File: src/rtl/hostprog_pkg.sv
package hostprog_pkg;
   typedef enum logic [1:0] {
      PH_ADDR_HI = 2'b00,
      PH_ADDR_LO = 2'b01,
      PH_WDATA   = 2'b10,
      PH_RDATA   = 2'b11
   } phase_e;
endpackage

File: src/rtl/hostprog_addr_latch.sv
module hostprog_addr_latch #(
   parameter int ADDR_W = 14,
   parameter int DATA_W = 8
) (
   input  logic              clk,
   input  logic              rst_n,
   input  logic              ld_hi,
   input  logic              ld_lo,
   input  logic [DATA_W-1:0] din,
   output logic [ADDR_W-1:0] addr
);
   localparam int HI_W = ADDR_W - DATA_W;

   logic [HI_W-1:0]   hi_q;
   logic [DATA_W-1:0] lo_q;

   always_ff @(posedge clk or negedge rst_n) begin
      if (!rst_n) begin
         hi_q <= '0;
         lo_q <= '0;
      end else begin
         if (ld_hi) hi_q <= din[HI_W-1:0];
         if (ld_lo) lo_q <= din;
      end
   end

   assign addr = {hi_q, lo_q};
endmodule

File: src/rtl/hostprog_wr_issue.sv
module hostprog_wr_issue #(
   parameter int ADDR_W = 14,
   parameter int DATA_W = 8
) (
   input  logic              clk,
   input  logic              rst_n,
   input  logic              fire,
   input  logic [ADDR_W-1:0] addr,
   input  logic [DATA_W-1:0] din,
   output logic              wr_valid,
   output logic [ADDR_W-1:0] wr_addr,
   output logic [DATA_W-1:0] wr_data
);
   always_ff @(posedge clk or negedge rst_n) begin
      if (!rst_n) begin
         wr_valid <= 1'b0;
         wr_addr  <= '0;
         wr_data  <= '0;
      end else begin
         wr_valid <= fire;
         if (fire) begin
            wr_addr <= addr;
            wr_data <= din;
         end
      end
   end
endmodule

File: src/rtl/hostprog_rd_drive.sv
module hostprog_rd_drive #(
   parameter int DATA_W   = 8,
   parameter bit READ_REG = 1'b0
) (
   input  logic              clk,
   input  logic              rst_n,
   input  logic              rd_phase,
   input  logic [DATA_W-1:0] rd_data,
   output logic [DATA_W-1:0] bus_o,
   output logic              bus_oe
);
   assign bus_oe = rd_phase;

   generate
      if (READ_REG) begin : g_reg
         logic [DATA_W-1:0] q;
         always_ff @(posedge clk or negedge rst_n) begin
            if (!rst_n) q <= '0;
            else        q <= rd_data;
         end
         assign bus_o = q;
      end else begin : g_comb
         assign bus_o = rd_data;
      end
   endgenerate
endmodule

File: src/rtl/hostprog_port.sv
module hostprog_port
   import hostprog_pkg::*;
#(
   parameter int ADDR_W   = 14,
   parameter int DATA_W   = 8,
   parameter bit READ_REG = 1'b0
) (
   input  logic              clk,
   input  logic              rst_n,
   input  logic              grant,
   input  logic [1:0]        mode,
   input  logic              strobe,
   input  logic [DATA_W-1:0] bus_i,
   output logic [DATA_W-1:0] bus_o,
   output logic              bus_oe,
   output logic              wr_valid,
   output logic [ADDR_W-1:0] wr_addr,
   output logic [DATA_W-1:0] wr_data,
   output logic [ADDR_W-1:0] rd_addr,
   input  logic [DATA_W-1:0] rd_data
);
   generate
      if (ADDR_W <= DATA_W || ADDR_W > 2 * DATA_W) begin : g_bad_width
         $error("hostprog_port: ADDR_W must lie in (DATA_W, 2*DATA_W]");
      end
   endgenerate

   phase_e phase;
   logic   xfer;
   logic   ld_hi, ld_lo, fire_wr, rd_phase;

   assign phase    = phase_e'(mode);
   assign xfer     = grant & strobe;
   assign ld_hi    = xfer && (phase == PH_ADDR_HI);
   assign ld_lo    = xfer && (phase == PH_ADDR_LO);
   assign fire_wr  = xfer && (phase == PH_WDATA);
   assign rd_phase = grant && (phase == PH_RDATA);

   hostprog_addr_latch #(.ADDR_W(ADDR_W), .DATA_W(DATA_W)) u_addr (
      .clk   (clk),
      .rst_n (rst_n),
      .ld_hi (ld_hi),
      .ld_lo (ld_lo),
      .din   (bus_i),
      .addr  (rd_addr)
   );

   hostprog_wr_issue #(.ADDR_W(ADDR_W), .DATA_W(DATA_W)) u_wr (
      .clk      (clk),
      .rst_n    (rst_n),
      .fire     (fire_wr),
      .addr     (rd_addr),
      .din      (bus_i),
      .wr_valid (wr_valid),
      .wr_addr  (wr_addr),
      .wr_data  (wr_data)
   );

   hostprog_rd_drive #(.DATA_W(DATA_W), .READ_REG(READ_REG)) u_rd (
      .clk      (clk),
      .rst_n    (rst_n),
      .rd_phase (rd_phase),
      .rd_data  (rd_data),
      .bus_o    (bus_o),
      .bus_oe   (bus_oe)
   );
endmodule

File: config.mk
export PLATFORM = sky130hd
export DESIGN_NAME = hostprog_port
export DESIGN_NICKNAME = d
export VERILOG_FILES = /design/src/rtl/hostprog_pkg.sv /design/src/rtl/hostprog_addr_latch.sv /design/src/rtl/hostprog_wr_issue.sv /design/src/rtl/hostprog_rd_drive.sv /design/src/rtl/hostprog_port.sv
export SDC_FILE = /design/constraint.sdc
export NUM_CORES = 1
export LEC_CHECK = 0
export CAP_MARGIN = 40
export CORE_UTILIZATION = 61
export CTS_CLUSTER_DIAMETER = 200
export CTS_CLUSTER_SIZE = 16
export DETAILED_ROUTE_END_ITERATION = 8
export DONT_BUFFER_PORTS = 1
export PLACE_DENSITY = 0.83
export SETUP_SLACK_MARGIN = 0.5
export SYNTH_ARGS = -nofsm -noshare
export SYNTH_HDL_FRONTEND = slang
export SYNTH_SLANG_ARGS = --single-unit
File: constraint.sdc
create_clock -name clk -period 1.25 [get_ports clk]
set_input_delay 0.125 -clock clk [delete_from_list [all_inputs] [get_ports clk]]
set_output_delay 0.125 -clock clk [all_outputs]
set_load 0.01 [all_outputs]
==> run_results.csv <==
group,metric,value,unit
routing,drt-wirelength-per-cell,20.6,um
logic_synthesis,synth_area_in_compound_gates,0,
logic_synthesis,synth_cell_types,10,
critical_path,regToRegSetupSlack,400,ps
logic_synthesis,synth_area_leaders,"dfrtp_1, mux2_4, mux2_2",
logic_synthesis,count_of_yosys_warnings_during_synthesis,0,
routing,detail_route.vias_per_cell,5.91,
floorplan,chipHeight,52.9,um
timing,relSlewSlack,0.830,
logic_synthesis,synth.ff_latch_count,37,
critical_path,cp-end-kind,"output pin",
clock_network,cts_buffers,5,
global_routing,grt_first_pass_wirelength,4020,um
timing,max_slew.worst_pin.slew,255,ps
logic_synthesis,yosys-mux-area-fraction,0.316,
logic_synthesis,synth_top_family_by_area,"multiplexers",
floorplan,fp-row-count,18,
clock_network,clock_latency,330,ps
run_status,outcome,"complete, but fails checks",
floorplan,die_area,2800,sq um
timing,fmax,1100,MHz
logic_synthesis,yosys.area_share.adder,0,
global_routing,antenna_found_initial,0,
timing,setup_viol_count_final,0,
critical_path,worst_ep_arrival_time,790,ps
logic_synthesis,synthesis.nets,111,
timing,finalMaxSlewViolations,0,
logic_synthesis,yosysTopAreaCellShare,0.586,
power_and_ir_drop,power_density_normalized_to_cell_area,1790,nW/um^2
critical_path,worstPathRequired,1120,ps
layout,finish.instance_area,1730,sq um
logic_synthesis,sequential_fraction_of_the_synthesis_area,0.586,
routing,wl,2580,um
layout,syn2layout_area_growth,9.50,%
timing,tns,0,ps
place,place.detailed.instances,110,
clock_network,post_cts_buffers,0,
layout,diodes,0,
global_routing,grt_pass1_vias,825,
power_and_ir_drop,p_leak,0.890,nW
global_routing,grt_util_all_layers,0.218,
timing,final.hold.worst_slack,-529,ps
clock_network,path_clk_slew,100,ps
power_and_ir_drop,ir_drop_worst_case_vdd,1620,uV
global_routing,globalRouteOverflowTotal,0,
place,placement.io_buffers,0,
clock_network,clkSinkCount,37,
clock_network,cts-htree-levels,2,
place,placed_cell_area,1570,sq um
critical_path,r2r-start,"u_addr.lo_q[4]",
routing,ant_nets,0,
min_path,hold_class,"in -> async",
timing,setup_repair_after_global_routing_missed_its_margin,"yes",
routing,detailroute.via_count,739,
timing,min_period_over_period,0.730,
logic_synthesis,synth_xor_xnor_area_share,0,
critical_path,reg2reg_depth,1,
critical_path,crit_type,"reg -> out",
critical_path,critical_path.max_fanout,3,
floorplan,io-pin-count,68,
timing,report.final.hold_viol_count,37,
clock_network,cts.path.max_buffers,2,
place,placer_congestion,0.622,
layout,num-fill-cells,164,
timing,fin_crit,913,ps
routing,detail_route.drc_violations,0,
floorplan,die_x,52.9,um
flow_run,timing.max_cap.violations,0,
layout,final_net_count,117,
critical_path,regToRegEndpoint,"u_addr.lo_q[4]",
floorplan,design.core.area,2450,sq um
routing,number_of_detailed_route_iterations_in_the_first_pass,2,
layout,final_cells,125,
logic_synthesis,synthesis.instances,89,
run_status,violations,"negative hold slack",
logic_synthesis,synth.avg_cell_area,17.8,sq um
timing,skew_final,7.39,ps
clock_network,clock_tree.root_cell,"clkbuf_4",
clock_network,ctsHoldBuffers,8,
logic_synthesis,netlist_area_before_placement,1580,sq um
global_routing,grt_max_degree,38,
clock_network,cts_tree,"built",
floorplan,floorplan.initialDensity,0.644,
routing,drt_iter0_markers,6,
logic_synthesis,synth_area_leader_cell,"dfrtp_1",
layout,drive_above_1_share,0.526,
critical_path,critical_path.startpoint_type,"register",
logic_synthesis,post_synth_simple_gate_area,0.0364,
## how the worst max path moves through the flow
stage | start | to | depth (start not counted) | slack (ps)
finish | u_addr.lo_q[4] | rd_addr[4] | 0 | 340
global route | u_addr.hi_q[2] | rd_addr[10] | 0 | 290
CTS | u_addr.lo_q[4] | rd_addr[4] | 0 | 330
detailed placement | mode[1] | u_addr.hi_q[5] | 3 | 270
global placement | mode[1] | u_addr.hi_q[4] | 3 | 290
floorplan | mode[1] | u_addr.hi_q[0] | 3 | 320
## routing by layer
layer  vias to the layer above  part of all wire  global-route usage
met5                         -                 0                   0
met4                         0             0.018               0.154
met3                         7             0.085              0.0805
met2                        42              0.48               0.329
met1                       377              0.41               0.253
li1                        313                 -                   -
## logic make-up (layout without fill, tap and decap cells)
group / Yosys count / count (layout)
DFF: 37 / 37
muxes: 36 / 36
buffers and inverters: 12 / 18
and+or+nand+nor: 4 / 4
## sequential cells by signal, indices dropped and copies added, names as in the netlist
register       count
u_addr.hi_q        6
u_wr.wr_valid      1
u_wr.wr_addr      14
u_wr.wr_data       8
u_addr.lo_q        8
## cells in the mapped netlist (all sizes together)
library cell / instances
buf: 11
dfrtp: 37
and3: 1
nand4b: 2
inv: 1
mux2: 36
and4bb: 1
## cells in the final DEF (no fill, tap or decap)
cell and count:
and4bb_1 1, dlygate4sd3_1 8, nand4b_4 2, clkbuf_4 5, clkbuf_8 1, clkbuf_1 1
mux2_2 3, buf_12 1, mux2_4 33, and3_1 1, buf_4 1, dfrtp_2 4
dfrtp_1 33, inv_1 1
## power by group
group / internal, mW / switching, mW
sequential: 1.52 / 0.417
combinational: 0.430 / 0.116
clock: 0.266 / 0.354
total: 2.22 / 0.886
## area by class of cell
class / instances / area (sq um) / share of cell area
sequential: 37 / 931 / 0.538
multi-input combinational: 40 / 596 / 0.344
timing repair buffer: 10 / 108 / 0.0622
clock buffer: 7 / 55.1 / 0.0318
tap: 30 / 37.5 / 0.0217
inverter: 1 / 3.75 / 0.00217
## what timing repair did
action	4_1_cts	5_1_grt
endpoints found under the setup margin	73	73
resized for setup	4	6
endpoints found under the hold margin	59	37
## metrics by stage
stage | setup slack (ps) | power [mW] | util | hold slack (ps)
2_1_floorplan | 321 | 2.35 | - | -171
3_3_place_gp | 289 | 2.40 | 0.639 | -170
3_5_place_dp | 267 | 2.44 | 0.639 | -170
4_1_cts | 330 | 3.11 | 0.700 | -541
5_1_grt | 290 | 3.26 | 0.705 | -568
6_report | 337 | 3.11 | 0.705 | -529
Note: power is estimated with default switching activity, not from simulation.
